**config.mk**
```make
export PLATFORM = sky130hd
export DESIGN_NAME = lightprox_seq
export DESIGN_NICKNAME = d
export VERILOG_FILES = /design/src/rtl/lightprox_seq_pkg.sv /design/src/rtl/seq_step_timer.sv /design/src/rtl/seq_pulse_gen.sv /design/src/rtl/seq_ctrl.sv /design/src/rtl/lightprox_seq.sv
export SDC_FILE = /design/constraint.sdc
export NUM_CORES = 1
export LEC_CHECK = 0
export BUFFER_PORTS_ARGS = -buffer_cell sky130_fd_sc_hd__buf_2
export CAP_MARGIN = 40
export CELL_PAD_IN_SITES_DETAIL_PLACEMENT = 1
export CELL_PAD_IN_SITES_GLOBAL_PLACEMENT = 1
export CORE_ASPECT_RATIO = 1.1
export CORE_UTILIZATION = 25
export CTS_CLUSTER_SIZE = 12
export DETAILED_ROUTE_END_ITERATION = 16
export MAX_ROUTING_LAYER = met4
export PLACE_DENSITY = 0.58
export SYNTH_ARGS = -nofsm -noshare
export SYNTH_HDL_FRONTEND = slang
export SYNTH_SLANG_ARGS = --single-unit
export TNS_END_PERCENT = 100
```
**constraint.sdc**
```tcl
create_clock -name clk -period 3 [get_ports clk]
set_clock_uncertainty 0.15 [all_clocks]
set_input_delay 0.3 -clock clk [delete_from_list [all_inputs] [get_ports clk]]
set_output_delay 0.3 -clock clk [all_outputs]
set_load 0.02 [all_outputs]
```
**src/rtl/lightprox_seq_pkg.sv**
```systemverilog
package lightprox_seq_pkg;

  typedef enum logic [3:0] {
    ST_SLEEP,
    ST_SETTLE,
    ST_START,
    ST_PULSE,
    ST_PCONV,
    ST_PRES,
    ST_WAIT,
    ST_ACONV,
    ST_ARES
  } seq_state_e;

  localparam int TIME_W  = 8;
  localparam int STEPS_W = TIME_W + 1;

  // Two's-complement style time value: 256 - v steps.
  function automatic logic [STEPS_W-1:0] steps_of(input logic [TIME_W-1:0] v);
    return STEPS_W'(1 << TIME_W) - {1'b0, v};
  endfunction

endpackage

```
**src/rtl/seq_step_timer.sv**
```systemverilog
module seq_step_timer #(
  parameter int CW        = 9,
  parameter int LONG_MULT = 12
) (
  input  logic          clk,
  input  logic          rst_n,
  input  logic          load,
  input  logic [CW-1:0] steps,
  input  logic          long_mode,
  input  logic          step_tick,
  output logic          done
);
  localparam int PW = (LONG_MULT > 1) ? $clog2(LONG_MULT) : 1;
  localparam logic [PW-1:0] PRE_LAST = PW'(LONG_MULT - 1);

  logic [CW-1:0] cnt_q;
  logic [PW-1:0] pre_q;
  logic          busy_q;
  logic          done_q;

  always_ff @(posedge clk or negedge rst_n) begin
    if (!rst_n) begin
      cnt_q  <= '0;
      pre_q  <= '0;
      busy_q <= 1'b0;
      done_q <= 1'b0;
    end else begin
      done_q <= 1'b0;
      if (load) begin
        cnt_q  <= steps;
        pre_q  <= '0;
        busy_q <= 1'b1;
      end else if (busy_q && step_tick) begin
        if (long_mode && (pre_q != PRE_LAST)) begin
          pre_q <= pre_q + 1'b1;
        end else begin
          pre_q <= '0;
          if (cnt_q <= CW'(1)) begin
            cnt_q  <= '0;
            busy_q <= 1'b0;
            done_q <= 1'b1;
          end else begin
            cnt_q <= cnt_q - 1'b1;
          end
        end
      end
    end
  end

  assign done = done_q;
endmodule

```
**src/rtl/seq_pulse_gen.sv**
```systemverilog
module seq_pulse_gen #(
  parameter int HALF_CLKS = 4,
  parameter int CNT_W     = 8
) (
  input  logic             clk,
  input  logic             rst_n,
  input  logic             start,
  input  logic [CNT_W-1:0] count,
  output logic             led,
  output logic             done
);
  localparam int HW = (HALF_CLKS > 1) ? $clog2(HALF_CLKS) : 1;
  localparam logic [HW-1:0] PH_LAST = HW'(HALF_CLKS - 1);

  logic [HW-1:0]    ph_q;
  logic [CNT_W-1:0] rem_q;
  logic             busy_q;
  logic             led_q;
  logic             done_q;

  always_ff @(posedge clk or negedge rst_n) begin
    if (!rst_n) begin
      ph_q   <= '0;
      rem_q  <= '0;
      busy_q <= 1'b0;
      led_q  <= 1'b0;
      done_q <= 1'b0;
    end else begin
      done_q <= 1'b0;
      if (start) begin
        rem_q  <= (count == '0) ? CNT_W'(1) : count;
        ph_q   <= '0;
        led_q  <= 1'b1;
        busy_q <= 1'b1;
      end else if (busy_q) begin
        if (ph_q == PH_LAST) begin
          ph_q <= '0;
          if (led_q) begin
            led_q <= 1'b0;
          end else if (rem_q == CNT_W'(1)) begin
            busy_q <= 1'b0;
            done_q <= 1'b1;
          end else begin
            rem_q <= rem_q - 1'b1;
            led_q <= 1'b1;
          end
        end else begin
          ph_q <= ph_q + 1'b1;
        end
      end
    end
  end

  assign led  = led_q;
  assign done = done_q;
endmodule

```
**src/rtl/seq_ctrl.sv**
```systemverilog
module seq_ctrl
  import lightprox_seq_pkg::*;
(
  input  logic               clk,
  input  logic               rst_n,
  input  logic               pon,
  input  logic               prox_en,
  input  logic               wait_en,
  input  logic               als_en,
  input  logic               wait_long,
  input  logic [TIME_W-1:0]  prox_time,
  input  logic [TIME_W-1:0]  wait_time,
  input  logic [TIME_W-1:0]  als_time,
  input  logic               tmr_done,
  input  logic               pg_done,
  input  logic               prox_hs,
  input  logic               als_hs,
  output seq_state_e         state,
  output logic               tmr_load,
  output logic [STEPS_W-1:0] tmr_steps,
  output logic               tmr_long,
  output logic               pg_start,
  output logic               prox_latch,
  output logic               als_start,
  output logic               als_latch
);
  seq_state_e state_q, nxt;
  logic en_prox_q, en_wait_q, en_als_q;
  logic entering, timed_nxt;
  logic [STEPS_W-1:0] steps_nxt;

  always_comb begin
    nxt = state_q;
    unique case (state_q)
      ST_SLEEP:  if (pon) nxt = ST_SETTLE;
      ST_SETTLE: if (tmr_done) nxt = ST_START;
      ST_START: begin
        if (!pon)         nxt = ST_SLEEP;
        else if (prox_en) nxt = ST_PULSE;
        else if (wait_en) nxt = ST_WAIT;
        else if (als_en)  nxt = ST_ACONV;
      end
      ST_PULSE:  if (pg_done) nxt = ST_PCONV;
      ST_PCONV:  if (tmr_done) nxt = ST_PRES;
      ST_PRES: begin
        if (prox_hs) begin
          if (en_wait_q)     nxt = ST_WAIT;
          else if (en_als_q) nxt = ST_ACONV;
          else               nxt = ST_START;
        end
      end
      ST_WAIT:   if (tmr_done) nxt = en_als_q ? ST_ACONV : ST_START;
      ST_ACONV:  if (tmr_done) nxt = ST_ARES;
      ST_ARES:   if (als_hs) nxt = ST_START;
      default:   nxt = ST_SLEEP;
    endcase
  end

  assign entering  = (nxt != state_q);
  assign timed_nxt = (nxt == ST_SETTLE) || (nxt == ST_PCONV) ||
                     (nxt == ST_WAIT)   || (nxt == ST_ACONV);

  always_comb begin
    unique case (nxt)
      ST_PCONV: steps_nxt = steps_of(prox_time);
      ST_WAIT:  steps_nxt = steps_of(wait_time);
      ST_ACONV: steps_nxt = steps_of(als_time);
      default:  steps_nxt = STEPS_W'(1);
    endcase
  end

  always_ff @(posedge clk or negedge rst_n) begin
    if (!rst_n) begin
      state_q    <= ST_SLEEP;
      en_prox_q  <= 1'b0;
      en_wait_q  <= 1'b0;
      en_als_q   <= 1'b0;
      tmr_load   <= 1'b0;
      tmr_steps  <= '0;
      tmr_long   <= 1'b0;
      pg_start   <= 1'b0;
      prox_latch <= 1'b0;
      als_start  <= 1'b0;
      als_latch  <= 1'b0;
    end else begin
      state_q <= nxt;
      if (state_q == ST_START) begin
        en_prox_q <= prox_en;
        en_wait_q <= wait_en;
        en_als_q  <= als_en;
      end
      tmr_load <= entering && timed_nxt;
      if (entering && timed_nxt) begin
        tmr_steps <= steps_nxt;
        tmr_long  <= (nxt == ST_WAIT) && wait_long;
      end
      pg_start   <= entering && (nxt == ST_PULSE);
      prox_latch <= (state_q == ST_PCONV) && (nxt == ST_PRES);
      als_start  <= entering && (nxt == ST_ACONV);
      als_latch  <= (state_q == ST_ACONV) && (nxt == ST_ARES);
    end
  end

  assign state = state_q;
endmodule

```
**src/rtl/lightprox_seq.sv**
```systemverilog
module lightprox_seq
  import lightprox_seq_pkg::*;
#(
  parameter int PROX_W          = 10,
  parameter int ALS_W           = 16,
  parameter int PULSE_HALF_CLKS = 4,
  parameter int LONG_MULT       = 12
) (
  input  logic              clk,
  input  logic              rst_n,
  input  logic              step_tick,
  input  logic              pon,
  input  logic              prox_en,
  input  logic              wait_en,
  input  logic              als_en,
  input  logic              wait_long,
  input  logic [7:0]        prox_time,
  input  logic [7:0]        wait_time,
  input  logic [7:0]        als_time,
  input  logic [7:0]        pulse_count,
  input  logic              prox_res_valid,
  input  logic [PROX_W-1:0] prox_res_data,
  input  logic              als_res_valid,
  input  logic [ALS_W-1:0]  als_res_ch0,
  input  logic [ALS_W-1:0]  als_res_ch1,
  output logic              asleep,
  output logic              led_on,
  output logic              prox_start,
  output logic              prox_latch,
  output logic              prox_ready,
  output logic              als_start,
  output logic              als_latch,
  output logic              als_ready,
  output logic [PROX_W-1:0] prox_data,
  output logic              prox_valid,
  output logic [ALS_W-1:0]  als_ch0,
  output logic [ALS_W-1:0]  als_ch1,
  output logic              als_valid
);
  seq_state_e         state;
  logic               tmr_load, tmr_long, tmr_done;
  logic [STEPS_W-1:0] tmr_steps;
  logic               pg_start, pg_done;
  logic               prox_hs, als_hs;

  assign prox_ready = (state == ST_PRES);
  assign als_ready  = (state == ST_ARES);
  assign asleep     = (state == ST_SLEEP);
  assign prox_hs    = prox_res_valid && prox_ready;
  assign als_hs     = als_res_valid && als_ready;
  assign prox_start = pg_start;

  seq_ctrl u_ctrl (
    .clk        (clk),
    .rst_n      (rst_n),
    .pon        (pon),
    .prox_en    (prox_en),
    .wait_en    (wait_en),
    .als_en     (als_en),
    .wait_long  (wait_long),
    .prox_time  (prox_time),
    .wait_time  (wait_time),
    .als_time   (als_time),
    .tmr_done   (tmr_done),
    .pg_done    (pg_done),
    .prox_hs    (prox_hs),
    .als_hs     (als_hs),
    .state      (state),
    .tmr_load   (tmr_load),
    .tmr_steps  (tmr_steps),
    .tmr_long   (tmr_long),
    .pg_start   (pg_start),
    .prox_latch (prox_latch),
    .als_start  (als_start),
    .als_latch  (als_latch)
  );

  seq_step_timer #(.CW(STEPS_W), .LONG_MULT(LONG_MULT)) u_timer (
    .clk       (clk),
    .rst_n     (rst_n),
    .load      (tmr_load),
    .steps     (tmr_steps),
    .long_mode (tmr_long),
    .step_tick (step_tick),
    .done      (tmr_done)
  );

  seq_pulse_gen #(.HALF_CLKS(PULSE_HALF_CLKS), .CNT_W(8)) u_pulse (
    .clk   (clk),
    .rst_n (rst_n),
    .start (pg_start),
    .count (pulse_count),
    .led   (led_on),
    .done  (pg_done)
  );

  always_ff @(posedge clk or negedge rst_n) begin
    if (!rst_n) begin
      prox_data  <= '0;
      prox_valid <= 1'b0;
      als_ch0    <= '0;
      als_ch1    <= '0;
      als_valid  <= 1'b0;
    end else begin
      if (state == ST_SETTLE) begin
        prox_valid <= 1'b0;
        als_valid  <= 1'b0;
      end
      if (prox_hs) begin
        prox_data  <= prox_res_data;
        prox_valid <= 1'b1;
      end
      if (als_hs) begin
        als_ch0   <= als_res_ch0;
        als_ch1   <= als_res_ch1;
        als_valid <= 1'b1;
      end
    end
  end
endmodule

```
==> impl_metrics.csv <==
group,metric,value,unit
sta,max_slew_margin,55.80,%
final_layout,final_cells,818,
routing,routed_wl,12.70,mm
critical_path,endpoint_kind,"register",
die,core-area,17870,sq um
synthesis,ys_seq_area_share,50.41,%
pwr,p_comb_share,41.2,%
routing,vias_per_cell,4.537,
global_route,antenna_found_initial,0,
global_route,grt_first_pass_wirelength,20.24,mm
sta,hold_ws,0.03080,ns
clock_network,cts_root_buf,"clkbuf_16",
critical_path,crit_arrival,3.06,ns
sta,finalCritPeriodShare,99.25,%
hold_path,worstHoldPathType,"primary input to register",
global_route,grt_max_degree,51,
clock_network,cts_sinks,93,
synthesis,ys_warn_count,0,
placed_design,place_congestion,0.8666,
die,dieHeight,144.5,um
critical_path,critPathSlowestCell,"or4b_4",
global_route,first_global_vias,4066,
routing,dr_total_vias,3711,
run_status,status,"finished, final reports clean",
synthesis,synthArstFlopShare,100.0,%
pwr,p_sw_share,37.60,%
critical_path,critical_path_buf_inv_count,2,
critical_path,setup.worst_path.class,"register to register",
synthesis,synth_cell_types,62,
sta,tns,0,ns
die,start_util,25.84,%
pwr,p_switching,1.865,mW
global_route,grt_overflow_total,0,
sta,finalHoldViolCount,0,
final_layout,layout_common_cells,"134 x buf_2, 89 x dfrtp_1, 49 x mux2_2, 40 x nand2_1, 31 x buf_4",
die,io_pins,136,
critical_path,crit_fanout,7,
pwr,vdd_drop_max,499.3,uV
routing,drc_errors,0,
routing,detail-route-antenna-nets,0,
pwr,pwr-share-seq,37.3,%
critical_path,worstSetupStartpointType,"register",
clock_network,cts_buffers,9,
critical_path,cpLargestDelayFamily,"simple AND/OR/NAND/NOR gates",
synthesis,synthFlopType,"dfrtp_1",
pwr,p_per_area,807.4,nW/um^2
run,max-cap-violations,0,
global_route,grt_use_met1,15.75,%
synthesis,synth_edf_count,0,
critical_path,cp_cell_sequence,"buf_6 -> nand2_1 -> or4b_4 -> o2111a_2 -> nor2_4 -> mux2i_2 -> ha_2 -> inv_1 -> a211o_4 -> nor4_4 -> xnor2_1 -> o21ai_2",
final_layout,diodes,0,
final_layout,final_nets,666,
routing,firstDrtPassIters,4,
global_route,grt.busiest_layer,"met2",
placed_design,hpwl,9.745,mm
die,rows,51,
sta,fin_ws,0.02244,ns
global_route,gr-usage-met2,24.00,%
sta,fmax,335.8,MHz
placed_design,dp_cells,793,
synthesis,synthCells,414,
sta,grt_setup_unrepaired,"true",
placed_design,io_buffers,135,
sta,worstMarginPinSlew,0.6630,ns
final_layout,area_growth,33.04,%
die,fp.dieArea,19020,sq um
clock_network,worstSkewPairLatency,0.35,ns
global_route,track_usage,13.97,%
pwr,p_clk_share,21.5,%
routing,drt_iter0_drc,79,
sta,maxSlewViolCount,0,
final_layout,drive_gt1_share,47.07,%
pwr,power.leakage,3.019,nW
synthesis,syn_nets,505,
sta,setup_violations,0,
critical_path,cp.required,3.09,ns
routing,routedWlPerCell,15.52,um
clock_network,cts.clk_slew.worst_paths,0.07,ns
clock_network,cts_tree,"done",
clock_network,htreeDepth,3,
synthesis,ys_ff_latch,93,
critical_path,slowest_delay,0.49,ns
clock_network,clk_path_buf_depth,2,
final_layout,mostFrequentLayoutCell,"buf_2",
pwr,p_int,3.095,mW
synthesis,netlist_area,4617,sq um
final_layout,final_util,34.38,%
synthesis,avgSynthCellArea,11.15,sq um
die,die-width,131.6,um
placed_design,place_ws,-0.09237,ns
sta,fin_crit,2.978,ns
global_route,grtUsageMet3,2.979,%
## power groups by stage
stage / clock [mW] / sequential (mW) / combinational (mW)
6_report: 1.07 / 1.85 / 2.04
5_1_grt: 1.15 / 1.90 / 2.26
4_1_cts: 1.11 / 1.85 / 1.89
3_5_place_dp: 0 / 1.86 / 1.84
3_3_place_gp: 0 / 1.84 / 1.78
2_1_floorplan: 0 / 1.85 / 1.27
## sequential cells by signal, indices dropped and copies added (netlist names), 2 cells and up
register,count
u_ctrl.state,4
als_ch1,16
u_pulse.rem_q,8
prox_data,10
u_timer.cnt_q,9
u_ctrl.tmr_steps,9
als_ch0,16
u_timer.pre_q,4
u_pulse.ph_q,2
## stage by stage
stage | power, mW | instance area, sq um
detailed placement | 3.706 | 5677
floorplan | 3.123 | 4626
global route | 5.313 | 6142
global placement | 3.625 | 5677
finish | 4.959 | 6142
CTS | 4.849 | 5996
## final cells by class
cell class | count | area [sq um]
clock inverters | 7 | 50.05
multi-input cells | 289 | 2240
clock buffers | 9 | 225.2
inverters | 14 | 52.55
well taps | 238 | 297.8
fillers | 2052 | 11730
flip-flops and latches | 93 | 2332
repair buffers | 168 | 944.7
## logic make-up (layout without fill, tap and decap cells)
| group | after synthesis | after routing | share of synthesized area, % |
|---|---|---|---|
| XOR/XNOR | 12 | 12 | 2.276 |
| flip-flops | 93 | 93 | 50.41 |
| multiplexers | 60 | 60 | 14.82 |
| AND/OR/NAND/NOR | 132 | 132 | 16.23 |
| buffers and inverters | 32 | 198 | 3.686 |
| adder cells (fa/ha/maj) | 7 | 7 | 1.897 |
| AO/OA/AOI/OAI | 78 | 78 | 10.68 |
## routing by layer
layer  share of wire [%]  up-vias
li1                    -     1798
met1                  42     1816
met2                  52       77
met3                 3.6       20
met4                 2.4        0
met5                   0        -
## path summary, 6_finish.rpt
| path | from | to | slack [ns] | cells after the start |
|---|---|---|---|---|
| hold / removal | als_res_ch0[2] | als_ch0[2] | 0.03 | 2 |
| setup / recovery | u_ctrl.state[0] | u_ctrl.tmr_steps[6] | 0.02 | 12 |
| min in group asynchronous | rst_n | als_ch0[12] | 0.38 | 2 |
| setup reg to reg | u_ctrl.state[0] | u_ctrl.tmr_steps[6] | 0.02 | 12 |
| max in group asynchronous | rst_n | als_ch1[13] | 1.68 | 3 |
| hold reg to reg | u_ctrl.tmr_steps[7] | u_ctrl.tmr_steps[7] | 0.35 | 2 |
## timing repair
item,in CTS,in global routing
hold buffers,1,0
endpoints found under the hold margin,48,0
resized for setup,6,27
setup endpoints to repair,3,9
setup buffers,3,5
pin swaps,2,7
## synthesized netlist by cell type (7+ instances only)
cell,n,area share [%]
dfrtp_1,93,50
mux2_2,51,12
nand2_1,40,3.3
o21ai_0,31,3.4
nor2_1,20,1.6
a21oi_1,17,1.8
inv_1,12,0.98
nor3_1,12,1.3
nor2b_1,11,1.5
xnor2_1,8,1.5
clkbuf_1,7,0.57
ha_1,7,1.9
(Power assumes the default switching activity.)
